**src/rtl/dbg_entry_pkg.sv**
```systemverilog
package dbg_entry_pkg;
    localparam int unsigned REG_AW     = 4;
    localparam int unsigned REG_DW     = 8;
    localparam int unsigned STS_OFS    = 1;
    localparam int unsigned ENA_BIT    = 7;

    typedef struct packed {
        logic enable;
        logic unsec;
        logic ev_seen;
    } sec_state_t;
endpackage

```
**src/rtl/dbg_sec_policy.sv**
```systemverilog
module dbg_sec_policy
    import dbg_entry_pkg::*;
(
    input  logic              clk,
    input  logic              rst_n,
    input  logic              secured,
    input  logic              special_mode,
    input  logic              wr_en,
    input  logic [REG_AW-1:0] wr_addr,
    input  logic [REG_DW-1:0] wr_data,
    input  logic              ev_done,
    input  logic              ev_ok_eeprom,
    input  logic              ev_ok_flash,
    output logic              enable,
    output logic              unsec,
    output logic              hw_ok,
    output logic              fw_unlocked
);
    sec_state_t st_d, st_q;
    logic       wr_allowed;
    logic       sts_hit;

    always_comb begin
        st_d       = st_q;
        wr_allowed = !secured || (special_mode && st_q.ev_seen);
        sts_hit    = wr_en && (wr_addr == REG_AW'(STS_OFS));
        if (secured && special_mode && ev_done && !st_q.ev_seen) begin
            st_d.ev_seen = 1'b1;
            st_d.enable  = 1'b1;
            st_d.unsec   = ev_ok_eeprom && ev_ok_flash;
        end else if (sts_hit && wr_allowed) begin
            st_d.enable = wr_data[ENA_BIT];
        end
        if (secured && !special_mode) begin
            st_d.enable = 1'b0;
        end
    end

    always_ff @(posedge clk) begin
        if (!rst_n) begin
            st_q.enable  <= special_mode && !secured;
            st_q.unsec   <= 1'b0;
            st_q.ev_seen <= 1'b0;
        end else begin
            st_q <= st_d;
        end
    end

    assign enable      = st_q.enable;
    assign unsec       = st_q.unsec;
    assign hw_ok       = st_q.enable && (!secured || special_mode);
    assign fw_unlocked = !secured || st_q.unsec;
endmodule

```
**src/rtl/dbg_act_ctrl.sv**
```systemverilog
module dbg_act_ctrl #(
    parameter int unsigned AW        = 18,
    parameter int unsigned STALL_CYC = 16,
    parameter int unsigned FW_LO     = 32'h3FF0C,
    parameter int unsigned FW_HI     = 32'h3FFFF
) (
    input  logic          clk,
    input  logic          rst_n,
    input  logic          special_mode,
    input  logic          hw_ok,
    input  logic          fw_unlocked,
    input  logic          host_bgnd,
    input  logic          cpu_bgnd,
    input  logic          brk_req,
    input  logic          insn_done,
    input  logic          host_go,
    input  logic [AW-1:0] cpu_pc,
    output logic          active,
    output logic          enter,
    output logic          stall,
    output logic [AW-1:0] saved_pc
);
    localparam int unsigned CW = $clog2(STALL_CYC + 1);
    localparam logic [AW-1:0] LO = AW'(FW_LO);
    localparam logic [AW-1:0] HI = AW'(FW_HI);

    typedef struct packed {
        logic          active;
        logic          pending;
        logic          enter;
        logic [CW-1:0] cnt;
        logic [AW-1:0] spc;
    } act_state_t;

    act_state_t st_d, st_q;
    logic       any_req;
    logic       take;
    logic       in_fw;

    always_comb begin
        st_d       = st_q;
        st_d.enter = 1'b0;
        any_req    = host_bgnd || cpu_bgnd || brk_req;
        take       = any_req && hw_ok && !st_q.active;
        in_fw      = (cpu_pc >= LO) && (cpu_pc <= HI);

        if (st_q.active) begin
            st_d.pending = 1'b0;
            if (host_go && hw_ok && fw_unlocked) begin
                st_d.active = 1'b0;
            end
        end else if ((st_q.pending || take) && hw_ok) begin
            if (insn_done) begin
                st_d.active  = 1'b1;
                st_d.enter   = 1'b1;
                st_d.pending = 1'b0;
                st_d.spc     = in_fw ? cpu_pc + AW'(1) : cpu_pc;
            end else begin
                st_d.pending = 1'b1;
            end
        end else begin
            st_d.pending = 1'b0;
        end

        if (st_q.cnt != '0) begin
            st_d.cnt = st_q.cnt - CW'(1);
        end
        if (cpu_bgnd && !hw_ok && !st_q.active) begin
            st_d.cnt = CW'(STALL_CYC);
        end
    end

    always_ff @(posedge clk) begin
        if (!rst_n) begin
            st_q.active  <= special_mode;
            st_q.pending <= 1'b0;
            st_q.enter   <= 1'b0;
            st_q.cnt     <= '0;
            st_q.spc     <= '0;
        end else begin
            st_q <= st_d;
        end
    end

    assign active   = st_q.active;
    assign enter    = st_q.enter;
    assign stall    = (st_q.cnt != '0);
    assign saved_pc = st_q.spc;
endmodule

```
**src/rtl/dbg_addr_win.sv**
```systemverilog
module dbg_addr_win #(
    parameter int unsigned AW       = 18,
    parameter int unsigned WIN_BASE = 32'h3FF00,
    parameter int unsigned WIN_SIZE = 256,
    parameter int unsigned REG_CNT  = 12
) (
    input  logic          active,
    input  logic          user_rd_en,
    input  logic [AW-1:0] user_rd_addr,
    input  logic [AW-1:0] dbg_rd_addr,
    output logic          user_rd_block,
    output logic          dbg_reg_hit
);
    localparam logic [AW-1:0] WIN_LO = AW'(WIN_BASE);
    localparam logic [AW-1:0] WIN_HI = AW'(WIN_BASE + WIN_SIZE - 1);
    localparam logic [AW-1:0] REG_HI = AW'(WIN_BASE + REG_CNT - 1);

    logic user_in_win;

    always_comb begin
        user_in_win   = (user_rd_addr >= WIN_LO) && (user_rd_addr <= WIN_HI);
        user_rd_block = user_rd_en && active && user_in_win;
        dbg_reg_hit   = (dbg_rd_addr >= WIN_LO) && (dbg_rd_addr <= REG_HI);
    end
endmodule

```
**src/rtl/dbg_entry_ctrl.sv**
```systemverilog
module dbg_entry_ctrl
    import dbg_entry_pkg::*;
#(
    parameter int unsigned AW        = 18,
    parameter int unsigned STALL_CYC = 16,
    parameter int unsigned WIN_BASE  = 32'h3FF00,
    parameter int unsigned WIN_SIZE  = 256,
    parameter int unsigned REG_CNT   = 12
) (
    input  logic              clk,
    input  logic              rst_n,
    input  logic              secured,
    input  logic              special_mode,
    input  logic              ev_done,
    input  logic              ev_ok_eeprom,
    input  logic              ev_ok_flash,
    input  logic              reg_wr_en,
    input  logic [REG_AW-1:0] reg_wr_addr,
    input  logic [REG_DW-1:0] reg_wr_data,
    input  logic              host_bgnd,
    input  logic              cpu_bgnd,
    input  logic              brk_req,
    input  logic              insn_done,
    input  logic              host_go,
    input  logic [AW-1:0]     cpu_pc,
    input  logic              user_rd_en,
    input  logic [AW-1:0]     user_rd_addr,
    input  logic [AW-1:0]     dbg_rd_addr,
    output logic              dbg_enabled,
    output logic              unsec_bit,
    output logic              dbg_active,
    output logic              enter_pulse,
    output logic              cpu_stall,
    output logic              hw_cmd_ok,
    output logic              fw_cmd_ok,
    output logic [AW-1:0]     saved_pc,
    output logic              user_rd_block,
    output logic              dbg_reg_hit
);
    localparam int unsigned FW_LO = WIN_BASE + REG_CNT;
    localparam int unsigned FW_HI = WIN_BASE + WIN_SIZE - 1;

    logic hw_ok;
    logic fw_unlocked;

    dbg_sec_policy i_sec (
        .clk          (clk),
        .rst_n        (rst_n),
        .secured      (secured),
        .special_mode (special_mode),
        .wr_en        (reg_wr_en),
        .wr_addr      (reg_wr_addr),
        .wr_data      (reg_wr_data),
        .ev_done      (ev_done),
        .ev_ok_eeprom (ev_ok_eeprom),
        .ev_ok_flash  (ev_ok_flash),
        .enable       (dbg_enabled),
        .unsec        (unsec_bit),
        .hw_ok        (hw_ok),
        .fw_unlocked  (fw_unlocked)
    );

    dbg_act_ctrl #(
        .AW        (AW),
        .STALL_CYC (STALL_CYC),
        .FW_LO     (FW_LO),
        .FW_HI     (FW_HI)
    ) i_act (
        .clk          (clk),
        .rst_n        (rst_n),
        .special_mode (special_mode),
        .hw_ok        (hw_ok),
        .fw_unlocked  (fw_unlocked),
        .host_bgnd    (host_bgnd),
        .cpu_bgnd     (cpu_bgnd),
        .brk_req      (brk_req),
        .insn_done    (insn_done),
        .host_go      (host_go),
        .cpu_pc       (cpu_pc),
        .active       (dbg_active),
        .enter        (enter_pulse),
        .stall        (cpu_stall),
        .saved_pc     (saved_pc)
    );

    dbg_addr_win #(
        .AW       (AW),
        .WIN_BASE (WIN_BASE),
        .WIN_SIZE (WIN_SIZE),
        .REG_CNT  (REG_CNT)
    ) i_win (
        .active        (dbg_active),
        .user_rd_en    (user_rd_en),
        .user_rd_addr  (user_rd_addr),
        .dbg_rd_addr   (dbg_rd_addr),
        .user_rd_block (user_rd_block),
        .dbg_reg_hit   (dbg_reg_hit)
    );

    assign hw_cmd_ok = hw_ok;
    assign fw_cmd_ok = dbg_active && hw_ok && fw_unlocked;
endmodule

```
**config.mk**
```make
export PLATFORM = sky130hd
export DESIGN_NAME = dbg_entry_ctrl
export DESIGN_NICKNAME = d
export VERILOG_FILES = /design/src/rtl/dbg_entry_pkg.sv /design/src/rtl/dbg_sec_policy.sv /design/src/rtl/dbg_act_ctrl.sv /design/src/rtl/dbg_addr_win.sv /design/src/rtl/dbg_entry_ctrl.sv
export SDC_FILE = /design/constraint.sdc
export NUM_CORES = 1
export LEC_CHECK = 0
export ABC_CLOCK_PERIOD_IN_PS = 3900
export BUFFER_PORTS_ARGS = -buffer_cell sky130_fd_sc_hd__buf_4
export CORE_ASPECT_RATIO = 1.5
export CORE_MARGIN = 8
export CORE_UTILIZATION = 40
export DETAILED_ROUTE_END_ITERATION = 7
export HOLD_SLACK_MARGIN = 0.12
export PLACE_DENSITY = 0.88
export SETUP_SLACK_MARGIN = 0.15
export SYNTH_ARGS = -nofsm -noshare
export SYNTH_HDL_FRONTEND = slang
export SYNTH_SLANG_ARGS = --single-unit
```
**constraint.sdc**
```tcl
create_clock -name clk -period 3.9 [get_ports clk]
set_input_delay 0 -clock clk [delete_from_list [all_inputs] [get_ports clk]]
set_output_delay 0 -clock clk [all_outputs]
set_load 0.02 [all_outputs]
```
# Yosys cells after proc, flatten, opt, wreduce, memory -nomap -nowiden
# Index checks and enable logic that the tools add are counted.
[word_totals]
register_bits = 29
word_cells = 82
[op_classes]
n_lt_le_gt_ge = 6
reduce_logical = 41
n_mux = 19
bitwise = 3
add_sub_neg = 2
eq_ne = 2
[op_table]
columns = ["op", "count"]
rows = [
  ["18-bit 2-to-1 mux", 4],
  ["18-bit greater-or-equal comparator (second input constant)", 3],
  ["18-bit less-or-equal comparator (second input constant)", 3],
  ["26-bit 2-to-1 mux", 1],
  ["1-bit logical AND", 24],
  ["18-bit by 1-bit adder with 18-bit output (second input constant)", 1],
  ["5-bit 2-to-1 mux", 2],
  ["1-bit 2-to-1 mux", 9],
  ["1-bit logical OR", 6],
  ["1-bit zero test", 5],
  ["5-bit nonzero test", 1],
  ["5-bit by 1-bit subtractor with 5-bit output (second input constant)", 1],
  ["4-bit by 1-bit equality test with 1-bit output (second input constant)", 1],
  ["2-bit 2-to-1 mux", 2],
  ["4-bit by 1-bit != test with 1-bit output (second input constant)", 1],
  ["2-bit OR reduction", 2],
  ["3-bit 2-to-1 mux", 1],
  ["1-bit inverter", 3],
  ["3-bit AND reduction", 1],
  ["3-bit OR reduction", 1],
  ["2-bit nonzero test", 1],
]

# Depth between registers and ports, before layout
# Gate-level depths: netlist of the first run.
[logic_depth]
depth_word = 10
mapped_depth = 7

# Hierarchy
# Synthesis of the first run repeated with hierarchy kept, for this count alone.
[hier_totals]
cells_unflattened = 203
area_unflattened_um2 = 1685.4
[modules_own_cells]
columns = ["mod", "cells_per_inst", "area_each_um2", "instances"]
rows = [
  ["dbg_act_ctrl", 173, 1431.4, 1],
  ["dbg_sec_policy", 19, 185.2, 1],
  ["dbg_addr_win", 10, 62.6, 1],
  ["dbg_entry_ctrl", 1, 6.3, 1],
]

# Least setup slack after synthesis of the first run
# OpenSTA, ideal clock, no wires.
[synth_path]
path_kind = "reg2reg"
start = "register i_act.st_q[18] (netlist bit)"
end = "register i_act.st_q[19] (netlist bit)"
stages_incl_launch_ff = 7
slack_ns = 2.216
synth_period_minus_slack_ns = 1.684
setup_time_ns = 0.086
arrival_ns = 1.598
t_required_ns = 3.814
path_cell_list = "dfxtp_1 inv_1 ha_1 or3b_2 nor2_1 inv_1 a211oi_1"
[synth_between]
elab_chain_len = 1
[synth_lines]
columns = ["element", "line_no", "text"]
rows = [
  ["start: declaration", "dbg_act_ctrl.sv:35", "act_state_t st_d, st_q;"],
  ["start signal: assignment", "dbg_act_ctrl.sv:81", "st_q <= st_d;"],
  ["5-bit nonzero test", "n/a", ""],
  ["named net cpu_stall", "dbg_entry_ctrl.sv:33", "output logic cpu_stall,"],
]
# The timed path passes the listed nets, and every way through them passes these cells.
# A chain may end at the register's enable or synchronous reset.

# Final worst setup path of the first run
[layout_path]
start = "input cpu_bgnd"
end = "register i_act.active (netlist name)"
[layout_between]
elab_chain_len = 9
[layout_lines]
columns = ["element", "line_no", "text"]
rows = [
  ["start: declaration", "dbg_entry_ctrl.sv:21", "input logic cpu_bgnd,"],
  ["1-bit logical OR (2 in a row)", "dbg_act_ctrl.sv:43", "any_req = host_bgnd || cpu_bgnd || brk_req;"],
  ["1-bit logical AND (2 in a row)", "dbg_act_ctrl.sv:44", "take = any_req && hw_ok && !st_q.active;"],
  ["1-bit logical OR", "dbg_act_ctrl.sv:52", "end else if ((st_q.pending || take) && hw_ok) begin"],
  ["1-bit logical AND", "dbg_act_ctrl.sv:52", ""],
  ["1-bit 2-to-1 mux", "dbg_act_ctrl.sv:52", ""],
  ["2-bit 2-to-1 mux", "dbg_act_ctrl.sv:47", "if (st_q.active) begin"],
  ["26-bit 2-to-1 mux", "dbg_act_ctrl.sv:74", "if (!rst_n) begin"],
]
# No other way between the ends.

==> results of run 1 <==
[logic make-up (layout without fill, tap and decap cells)]
group | Yosys count | in the layout | synth area share
adder cells (fa/ha/maj) | 3 | 3 | 0.0227
AND/OR/NAND/NOR | 78 | 78 | 0.259
XOR/XNOR | 4 | 4 | 0.0212
buffers and inverters | 36 | 134 | 0.125
AO/OA/AOI/OAI | 53 | 53 | 0.215
flip-flops | 29 | 29 | 0.357
[stage by stage]
stage / instance area [um2] / hold slack (ps) / setup slack, ps
3_5_place_dp: 2220 / 185 / 2100
2_1_floorplan: 1660 / 76.6 / 2220
4_1_cts: 2570 / 129 / 1970
5_1_grt: 2570 / 145 / 1820
6_report: 2570 / 133 / 1900
3_3_place_gp: 2220 / 178 / 2180
[routing by layer]
metal	wire length, um	vias up	track usage	part of all wire
met4	260	0	0.132	0.046
met3	346	23	0.0617	0.061
met5	0	-	0	0
met1	2020	847	0.175	0.35
li1	-	923	-	-
met2	3070	70	0.316	0.54
[layout make-up]
type	instances	share of cell area
inverter	11	0.0160
sequential	29	0.229
clock buffer	7	0.0374
timing repair buffer	115	0.360
clock inverter	1	0.00194
multi-input combinational	138	0.333
tap	45	0.0219
[worst max-delay path by stage]
stage	end	slack, ps	startpoint
after floorplan	i_act.st_q[19]$_SDFFE_PP0P_	2220	i_act.st_q[18]$_SDFFE_PP0P_
after global placement	i_act.saved_pc[1]$_SDFFE_PN0P_	2180	i_act.active$_DFF_P_
after detailed placement	i_act.st_q[19]$_SDFFE_PP0P_	2100	i_act.st_q[18]$_SDFFE_PP0P_
after CTS	i_act.active$_DFF_P_	1970	cpu_bgnd
after global routing	i_act.active$_DFF_P_	1820	cpu_bgnd
final	i_act.active$_DFF_P_	1900	cpu_bgnd
[worst min-delay path, cell delays in order]
cell     delay (ps)
buf_4            80
o21ai_0          90
o21ai_0         140
[synthesized netlist by cell type, drive strengths merged (2+ instances only)]
| cell | n | share of area |
|---|---|---|
| o21ai | 9 | 0.027 |
| nor2 | 8 | 0.018 |
| a211oi | 3 | 0.014 |
| a21oi | 15 | 0.045 |
| nand2b | 3 | 0.011 |
| o41ai | 3 | 0.020 |
| a31oi | 4 | 0.015 |
| inv | 10 | 0.023 |
| o211a | 2 | 0.012 |
| nor4 | 5 | 0.023 |
| xnor2 | 4 | 0.021 |
| buf | 21 | 0.091 |
| ha | 3 | 0.023 |
| o211ai | 10 | 0.045 |
| nand4 | 10 | 0.042 |
| nand3 | 8 | 0.024 |
| or3 | 3 | 0.011 |
| nand2 | 21 | 0.048 |
| dfxtp | 28 | 0.34 |
| clkbuf | 4 | 0.0091 |
| nor3 | 10 | 0.033 |
[registers in the layout (all words and copies together), names as in the netlist]
signal          flops
i_act.saved_pc     18
i_act.st_q          6
i_act.active        1
i_act.enter         1
i_sec.enable        1
i_sec.st_q          1
i_sec.unsec         1
[report_power, final]
group	switching, mW	internal, mW
sequential	0.0170	0.324
combinational	0.128	0.136
clock	0.115	0.159
total	0.260	0.618
[cells in the final DEF, fill, tap and decap left out, types with 2 or more instances in the layout]
cell,instances
xnor2_1,4
a31oi_1,4
nand2b_1,3
nand3_1,8
a211oi_1,3
nor3_1,9
nor2_1,8
o21ai_0,7
inv_1,10
buf_4,90
nand2_1,21
o211a_1,2
or3_1,3
ha_1,3
a21oi_1,15
o41ai_1,2
o21ai_1,2
nor4_1,4
dfxtp_1,28
dlygate4sd3_1,25
clkbuf_8,7
o211ai_1,10
nand4_1,9
==> run summary, run 1 <==
Once the clock tree was built, the setup fixing pass inserted 0 buffers. For the relative slew slack, the log shows 0.641. The tools report the startpoint of the most critical hold path as reg_wr_data[7].

Remaining global-route overflow: 0. The startpoint identified for the worst register-to-register timing path is i_act.active$_DFF_P_. The clock slew at the register clock pins of the worst setup and hold paths was 60 ps; the final count of hold timing violations was 0.

Setup repair after global routing left no endpoint under its margin. The maximum net fanout on the critical path works out to 26. The number of synthesized register bits came out at 29. The tools report the final core utilization as 0.650. The detail route stage leaves a number of antenna-violating nets equal to 0. The run gives 329 as the count of fill cells added during filler insertion. Traced cell by cell, the critical path runs through dlygate4sd3_1, buf_4, o41ai_2, nor3_2, buf_4, a21oi_1, a21oi_1, dlygate4sd3_1. The minimum clock period after layout was 2000 ps; the number of CTS-inserted buffers was 5. The number of warnings reported in the yosys synthesis log is 0.

The number of placed cells counting well taps came out at 313. The deepest clock path buffer count is 2, and the maximum level of the CTS H-tree is 2. The detailed-route wire length per cell came out at 16.4 um.

The via density per instance is 5.38. The run gives 4070 ps as the critical path data required time. Counting both buffers and inverters, the worst setup path holds a total of 4.

Across the VDD grid, the largest voltage drop is 0.289 mV. The design draws 879 uW. At the end of the flow, the number of nets in the layout was 383. For the number of DRC violations after detailed routing, the log shows 0. The clock latency at the later pin of the worst-skew pair was 290 ps. 0 antenna diodes ended up in the layout. The count of input and output buffers works out to 89. Starting density of the core: 0.418.

The final route contains 1,863 vias. The total length of routed wires is 5690 um. Summed over all cells, the static leakage comes to 1.12 nW.

For this run, the slowest stage of the critical path takes 560 ps. Terminating pin of the worst hold path: i_sec.enable$_DFFE_PP_. TritonCTS built the clock tree. The die height works out to 94.8 um. The category of cells accounting for the largest share of critical-path delay was buffers and inverters. The tools report the number of gates resized after cts as 0. The instance count on the critical path is 8.

The wire length of the first global-routing pass came out at 9110 um. STA classifies the critical path endpoint as a flip-flop. The first routing iteration left 56 violations. Async set or reset register ratio after synthesis: 0. The multi-input combinational cells in the finished layout cover a total of 858 um2. The tree built by TritonCTS fans out to 29 sinks.

During I/O placement, the number of pins put on the boundary was 107. Counting cells, the worst reg-to-reg path comes to 6. Across the run, the number of max-cap violations was 0. The number of antenna violations at the first check in global routing was 0. In this run the cell area of the synthesized design comes to 1660 um2. The final period utilization came out at 0.513.

The final setup skew is 4.58 ps. The overall routing resource usage came out at 0.184. Type of element launching the critical path: an input port. Root buffer selected by CTS: clkbuf_8. The destination of the worst register-to-register timing path was i_act.active$_DFF_P_. The tools report the sequential cell area fraction in the yosys report as 0.357. The number of enable flip-flop cells after synthesis works out to 1. The x dimension of the die is 68.5 um, and the post-synth net total is 286. The estimated wirelength of the detail-placed design is 4040 um. The run finished with clean final reports.

The achievable clock frequency was 500 MHz; the total negative setup slack was 0 ps. The power per standard cell area came out at 341 nW/um2. The post-route non-filler standard cell count was 346.

The number of different library cells used by synthesis comes to 46. Entering global routing, the biggest net connects 27 pins. The via count of the first global-routing pass was 2,056; the number of cell rows was 28. For the worst setup path, the data arrival time is 2170 ps. For this run, the detailed router's first-pass iteration total came to 4. The setup path with the least slack is of type in2reg.

Setup violations remaining at the end of the flow were counted as 0. The mean instance size in the synthesized netlist works out to 8.15 um2. The area overhead of the layout relative to synthesis is 55.5%.

Share of layout cells above drive strength 1: 0.352. The min-delay analysis places its worst path in the category in2reg. Prevailing post-synth register cell: dfxtp_1. The region available for standard cell placement spans 3960 um2. The slowest stage of the critical path is the dlygate4sd3_1 cell. Registers take 591 um2. The count of hold-fix buffers inserted at cts came out at 25. The worst hold path was traced through 3 stages. Across all register-to-register paths, the minimum setup slack is 2020 ps. The max-slew violation count was 0.

After technology mapping, the gate count stands at 203. For the pin with the worst max-slew slack, the measured transition is 535 ps. At the end of routability-driven placement, the weighted congestion stood at 0.902.

The die area was 6500 um2.
(Power assumes the default switching activity.)
==> run 2, diff against run 1 <==
--- a/config.mk
+++ b/config.mk
@@ -5,7 +5,8 @@
 export SDC_FILE = /design/constraint.sdc
 export NUM_CORES = 1
 export LEC_CHECK = 0
-export ABC_CLOCK_PERIOD_IN_PS = 3900
+export ABC_AREA = 1
+export ABC_CLOCK_PERIOD_IN_PS = 1700
 export BUFFER_PORTS_ARGS = -buffer_cell sky130_fd_sc_hd__buf_4
 export CORE_ASPECT_RATIO = 1.5
 export CORE_MARGIN = 8
==> constraint.sdc (replaced) <==
create_clock -name clk -period 1.7 [get_ports clk]
set_input_delay 0 -clock clk [delete_from_list [all_inputs] [get_ports clk]]
set_output_delay 0 -clock clk [all_outputs]
set_load 0.02 [all_outputs]
==> run 2 against run 1 <==
- sequential share of layout area shrank 2.8 points
- area after synthesis increased by 20%
- via count is 19% higher
- global-route usage decreased by 2.5 points
- register-to-register slack worse by 1800 ps
- critical path type unchanged
- highest routed layer unchanged
==> run summary, run 2 <==
For the final antenna-violating net count, the log shows 0. The number of enable flip-flop cells after synthesis is 1. The prevailing post-synth register cell is dfxtp_1. The run finished with clean final reports. In the layout the commonest cells are nand2_1, buf_4, inv_1, dlygate4sd3_1, dfxtp_1.

The sequential cell area fraction in the yosys report is 0.298, and the final setup skew is 5.46 ps. The routed design has 5940 um of wire. At the end of routability-driven placement, the weighted congestion stood at 0.819. The tools report the max-slew violation count as 0.

STA classifies the critical path endpoint as a flip-flop. By startpoint and endpoint, the worst setup path is classified as in2reg. For this design the static power due to leakage is 1.53 nW.

Clock tree synthesis inserted a total of 5 buffers. The area of the core is 4810 um2, and the smallest setup slack after layout is 213 ps. The pre-antenna-repair detailed-routing pass consisted of 4 iterations. The cell sitting at the root of the clock tree is a clkbuf_8. The startpoint identified for the worst register-to-register timing path is i_sec.st_q[0]$_SDFFE_PN0P_. The number of antenna violations at the first check in global routing was 0. Setup repair after global routing left no endpoint under its margin. The area overhead of the layout relative to synthesis is 47.9%. Power per standard cell area: 737 nW/um2. Async set or reset register ratio after synthesis: 0. The remaining global-route overflow was 0; the clock slew at the register clock pins of the worst setup and hold paths was 60 ps. Measured along the x axis, the die boundary spans 73.5 um.

In this run the vertical extent of the chip is 102 um. The share of the synthesized area in the top cell type was 0.283; the via count of the first global-routing pass was 2,194. The number of flip-flops under the largest register name is 18. VDD sags by at most 0.338 mV. Via density per instance: 4.74. The maximum net fanout on the critical path works out to 3. For the number of DRC violations after detailed routing, the log shows 0. In this run, the number of DRC markers left after iteration 0 of detailed routing was 78. The post-synth net total was 379.

Across all layers, the routed design uses 2,210 vias. 0 antenna diodes ended up in the layout. TritonCTS built the clock tree. For the starting density of the core, the log shows 0.412.

The detailed-route wire length per cell is 12.7 um, and the post-route non-filler standard cell count is 466. The run gives 0 as the number of warnings reported in the yosys synthesis log. The net count of the finished layout is 482.

Ranked by total cell area, the synthesized netlist is headed by dfxtp_1, nand2_1, inv_1, buf_4, nand3_1. The destination of the worst register-to-register timing path was i_sec.unsec$_SDFFE_PN0P_. The library cell with the largest summed area after synthesis is dfxtp_1. For this run, the top clock speed supported by timing is 672 MHz.

The data arrival at the endpoint of the critical path was 1670 ps. The wire length of the first global-routing pass came out at 9540 um. In this run the deepest clock path goes through 2 buffers.

The run gives 0.160 as the overall routing resource usage. Counting distinct cell types in the post-synthesis netlist gives 35. After synthesis the netlist holds a flip-flop and latch count of 29. The relative slew slack is 0.683. The most frequently used cell type in the post-synthesis netlist is nand2_1.

The run gives 414 as the count of fill cells added during filler insertion. At the placement stage, the worst setup path has a slack of 351 ps. The run gives 0 as the max-cap violation count.

Worst hold margin: 200 ps. Share of layout cells above drive strength 1: 0.313. The clock reaches the later pin of the worst-skew pair after 280 ps. The path class of the tightest hold or removal check is in2reg.

The number of standard cells after synthesis is 296. STA classifies the critical path startpoint as an input port. The run gives 1880 ps as the critical path data required time. Entering global routing, the biggest net connects 23 pins. Leading cell type in the layout, fill and taps excluded: nand2_1. In this run the most critical hold path is launched from ev_done. CTS saw 29 sinks. The number of placed instances, taps included, is 427. The final count of hold timing violations was 0; the mean instance size in the synthesized netlist was 6.69 um2.

The estimated wirelength of the detail-placed design was 4490 um; the transition time of the tightest slew-check pin was 475 ps. The total negative setup slack is 0 ps, and the minimum clock period after layout is 1490 ps. For the worst flop-to-flop path, the logic depth is 5. The H-tree was split into 2 levels. The number of cell rows came out at 31. The number of instances on the worst hold path works out to 4. After synthesis the cells add up to 1980 um2.

The top-level port count was 107. Setup violations remaining at the end of the flow were counted as 0. Across all register-to-register paths, the minimum setup slack is 250 ps. Counting instances in the post-synthesis netlist gives the leading cell types as nand2_1, inv_1, dfxtp_1, buf_4, nor2_1. The die covers 7510 um2.

Final period utilization: 0.875. For hold timing, the worst endpoint is i_sec.st_q[0]$_SDFFE_PN0P_. The count of input and output buffers came out at 89.
-- run 2: cell type report --
class / count / area, um2 / share of cell area
sequential: 29 / 591 / 0.202
inverter: 43 / 166 / 0.0568
timing repair buffer: 120 / 971 / 0.331
tap: 66 / 82.6 / 0.0282
clock buffer: 8 / 80.1 / 0.0273
multi-input combinational: 200 / 1040 / 0.355
-- run 2: worst max-delay path by stage --
stage | endpoint | cells after the start | start
floorplan | i_act.active$_DFF_P_ | 5 | i_act.active$_DFF_P_
global placement | i_act.saved_pc[1]$_SDFFE_PN0P_ | 8 | i_act.active$_DFF_P_
detailed placement | i_act.st_q[19]$_SDFFE_PP0P_ | 6 | i_act.st_q[18]$_SDFFE_PP0P_
CTS | cpu_stall | 6 | i_act.st_q[18]$_SDFFE_PP0P_
global route | i_sec.unsec$_SDFFE_PN0P_ | 6 | special_mode
finish | i_sec.unsec$_SDFFE_PN0P_ | 6 | special_mode
-- run 2: cell families after synthesis --
logic type / after synthesis / synth area share
and+or+nand+nor: 162 / 0.390
DFF: 29 / 0.298
AOI/OAI and AO/OA: 30 / 0.0903
buffers and inverters: 67 / 0.181
adders and majority gates: 3 / 0.0190
xor gates and xnor gates: 5 / 0.0221
-- run 2: repair_timing --
action                                  4_1_cts  5_1_grt
buffers inserted                              0        3
endpoints found under the setup margin        0        2
resized for setup                             0        1
hold buffers                                 28        0
hold endpoints to repair                     24        0
-- run 2: stage by stage --
stage                     area (um2)  power, mW  utilization
after detailed placement        2540       1.58        0.529
after CTS                       2910       2.16        0.604
after floorplan                 1990       1.31            -
final                           2930       2.16        0.609
after global placement          2540       1.54        0.529
after global routing            2930       2.30        0.609
-- run 2: per-layer routing --
layer,global-route usage,part of all wire,up-vias
met3,0.0432,0.074,16
met5,0,0,-
met4,0.0804,0.028,0
met2,0.308,0.54,84
li1,-,-,1115
met1,0.145,0.35,995
-- run 2: critical path, stage by stage --
cell and delay, ps:
dlygate4sd3_1 550, buf_4 150, nand4_1 140, a21oi_1 50, dlygate4sd3_1 570, a211oi_1 200
-- run 2: power breakdown --
part	internal, mW	switching [mW]
sequential	0.766	0.0552
clock	0.290	0.242
combinational	0.380	0.427
total	1.44	0.725
==> run 3, diff against run 2 <==
--- a/config.mk
+++ b/config.mk
@@ -17,4 +17,5 @@
 export SETUP_SLACK_MARGIN = 0.15
 export SYNTH_ARGS = -nofsm -noshare
 export SYNTH_HDL_FRONTEND = slang
+export SYNTH_HIERARCHICAL = 1
 export SYNTH_SLANG_ARGS = --single-unit
==> run 3 against run 2 <==
- global-route usage up 0.19 points
- non-clock buffer count down 2
- critical endpoint is now i_sec/enable$_DFFE_PP_
- power grew 2.9%
- clock power is 16% higher
- largest power group is now combinational logic
- cell area grew 1.7%
- clock-buffer cell count shrank 1
- utilization rose by 1.0 points
==> run summary, run 3 <==
The run finished with clean final reports. For this run, design rule violations remaining after detail routing come to 0. In the final design database the tool counted 491 nets.

The via count of the first global-routing pass was 2,294; the total length of routed wires was 5910 um. The largest total area in the synthesized netlist belongs to dfxtp_1. The final antenna-violating net count is 0. Summing over every cut layer, the via total after detailed routing is 2,172. The H-tree generated during clock tree synthesis spans 2 levels.

Setup violations remaining at the end of the flow were counted as 0. The number of cell rows came out at 31. The run gives 0.619 as the final core utilization. The worst setup slack before clock tree synthesis was 288 ps. The deepest clock path buffer count is 2. In the post-synthesis netlist, the cell with the most instances is nand2_1. The minimum clock period after layout is 1500 ps.

The number of standard cells after synthesis was 307. In this run the worst path has a maximum fanout of 2. The tools report the terminating pin of the worst hold path as i_sec/st_q[0]$_SDFFE_PN0P_. The startpoint identified for the worst hold timing path is ev_done.

The worst register-to-register path begins at i_sec/st_q[0]$_SDFFE_PN0P_. The overall routing resource usage was 0.162; the final period utilization was 0.880. Worst setup path category: reg2reg.

During synthesis, Yosys emitted a total of 6 warnings. Dividing total power by cell area gives a power density of 746 nW/um2. The tools report the area of the core as 4810 um2. In this run the horizontal extent of the chip is 73.6 um. Along the worst hold path, the cell count comes to 5.

The number of CTS-inserted buffers was 5; the cell area after technology mapping was 1990 um2. IR analysis of the VDD net gives a maximum drop of 0.465 mV. The min-delay analysis places its worst path in the category in2reg.

The max-slew violation count was 0. Clock-pin slew was measured on the worst setup and hold paths at 60 ps. The async set or reset register ratio after synthesis is 0, and the number of enable flip-flop cells after synthesis is 1.

The worst setup path is launched from a flip-flop. STA classifies the critical path endpoint as a flip-flop. Routability-driven placement finished with a final weighted congestion of 0.876. The power after layout is 2.22 mW. The tools report the destination of the worst register-to-register timing path as i_sec/enable$_DFFE_PP_.

After detailed routing, the average wire length per cell comes to 12.4 um. During I/O placement, the number of pins put on the boundary was 107. TritonCTS built the clock tree. The prevailing post-synth register cell is dfxtp_1. Estimated wirelength of the detail-placed design: 4430 um. In this run the register-to-register setup slack is 200 ps. Yosys mapped the design onto 33 distinct sky130hd cell types. The starting density of the core was 0.414.

The tools report the number of violations reported at the end of detailed-routing iteration 0 as 75. Share of the synthesized area in the top cell type: 0.281. Using the TritonRoute via totals, the vias-per-cell ratio works out to 4.56. The clock drives 29 sinks. The achievable clock frequency was 669 MHz.

The relative slew slack was 0.748; the worst hold margin was 141 ps. Sorting the synthesized cells by how often they occur yields nand2_1, inv_1, dfxtp_1, nor2_1, nand3_1. The top cell types in the final layout, fill and taps aside, are nand2_1, buf_4, inv_1, dlygate4sd3_1, dfxtp_1.

The pin count of the biggest net entering global routing is 21. The die height is 102 um. The first global-routing pass estimated 9670 um of wire.

The mean instance size in the synthesized netlist was 6.49 um2. Adding up every negative setup slack in the final design gives 0 ps. The max-cap violation count was 0. The logs give 0 for the number of antenna violations at the first check in global routing and 204 ps for the smallest setup slack after layout. The clock reaches the later pin of the worst-skew pair after 270 ps. The leading cell type in the layout, fill and taps excluded is nand2_1. The floorplan step defined a die boundary enclosing 7540 um2. The critical path data required time is 1690 ps, and the share of layout cells above drive strength 1 is 0.328.

For the pin with the worst max-slew slack, the measured transition is 378 ps. The area overhead of the layout relative to synthesis came out at 49.6%. The total iterations of the first detailed-routing run was 4. The register with the most flip-flops in the layout has 18 of them. Between clock sinks in the finished design, the worst skew comes to 2.72 ps.

Counting cells, the worst reg-to-reg path comes to 5. Input and output buffers added on the ports amount to 89. The tree is rooted in a clkbuf_8. The number of nets handed over by synthesis was 390.

Setup repair after global routing could not meet its margin everywhere. The number of synthesized register bits came out at 29. Yosys attributes the largest share of cell area to dfxtp_1, nand2_1, inv_1, buf_4, nand3_1. For this run the aggregate overflow at the end of global routing stands at 0.

The sequential cell area fraction in the yosys report is 0.296, and the cell leakage power is 1.61 nW. The tools report the final count of hold timing violations as 0. Data arrival at the endpoint of the critical path: 1490 ps.
run 3: cell count changes after synthesis, moves of 7 or more:
cell     change
a21oi_1     +10
nor2_1      +10
nand3_1      +7
o21ai_0      -8
run 3: area by class of cell:
cell class              count  area (um2)
flip-flops and latches     29         592
inverters                  50         188
repair buffers            118         956
fillers                   446        1830
clock inverters             1        5.00
clock buffers               7        96.3
diodes                      1        2.50
well taps                  66        82.6
multi-input cells         204        1060
run 3: cell families (layout without fill, tap and decap cells):
| logic type | after synthesis | in the layout | synth area share |
|---|---|---|---|
| and+or+nand+nor | 170 | 170 | 0.408 |
| buffers and inverters | 74 | 176 | 0.179 |
| DFF | 29 | 29 | 0.296 |
| AOI/OAI and AO/OA | 24 | 24 | 0.0628 |
| xor gates and xnor gates | 7 | 7 | 0.0345 |
| adders and majority gates | 3 | 3 | 0.0188 |
| other | 0 | 1 | 0 |
run 3: power by group:
part           switching (mW)  internal [mW]  total (mW)  leakage [nW]
clock                   0.252          0.365       0.617        0.0542
sequential             0.0472          0.754       0.801         0.239
combinational           0.433          0.371       0.804          1.31
total                   0.732           1.49        2.22          1.61
run 3: routing by layer:
metal  track usage  up-vias  routed length (um)
met5             0        -                   0
met4         0.130        0                 294
met3        0.0491       27                 499
met2         0.294       86                3030
met1         0.141      937                2080
li1              -     1122                   -
run 3: how the worst max path moves through the flow:
stage,start,endpoint,slack (ps),depth (start not counted)
6_report,i_sec/st_q[0]$_SDFFE_PN0P_,i_sec/enable$_DFFE_PP_,200,5
5_1_grt,i_act/st_q[18]$_SDFFE_PP0P_,cpu_stall,130,8
4_1_cts,i_act/st_q[18]$_SDFFE_PP0P_,cpu_stall,170,8
3_5_place_dp,i_act/st_q[18]$_SDFFE_PP0P_,i_act/st_q[19]$_SDFFE_PP0P_,290,8
3_3_place_gp,i_act/st_q[18]$_SDFFE_PP0P_,i_act/st_q[19]$_SDFFE_PP0P_,420,8
2_1_floorplan,i_sec/enable$_DFFE_PP_,i_act/saved_pc[12]$_SDFFE_PN0P_,230,7
run 3: what timing repair did:
action / CTS / global route
gates resized for setup: 1 / 6
endpoints found under the hold margin: 25 / 0
hold buffers: 28 / 0
setup endpoints to repair: 1 / 2
pin swaps: 0 / 1
setup buffers: 0 / 0
run 3: metrics by stage:
stage	std cells	cell area (um2)
floorplan	307	1990
global placement	439	2580
detailed placement	439	2580
CTS	475	2970
global route	475	2980
finish	476	2980
run 3: critical path: stages (launching register included):
cell	delay [ps]
dfxtp_2	330
inv_1	70
nand2_2	80
nand4_1	90
dlygate4sd3_1	570
nand2_1	70
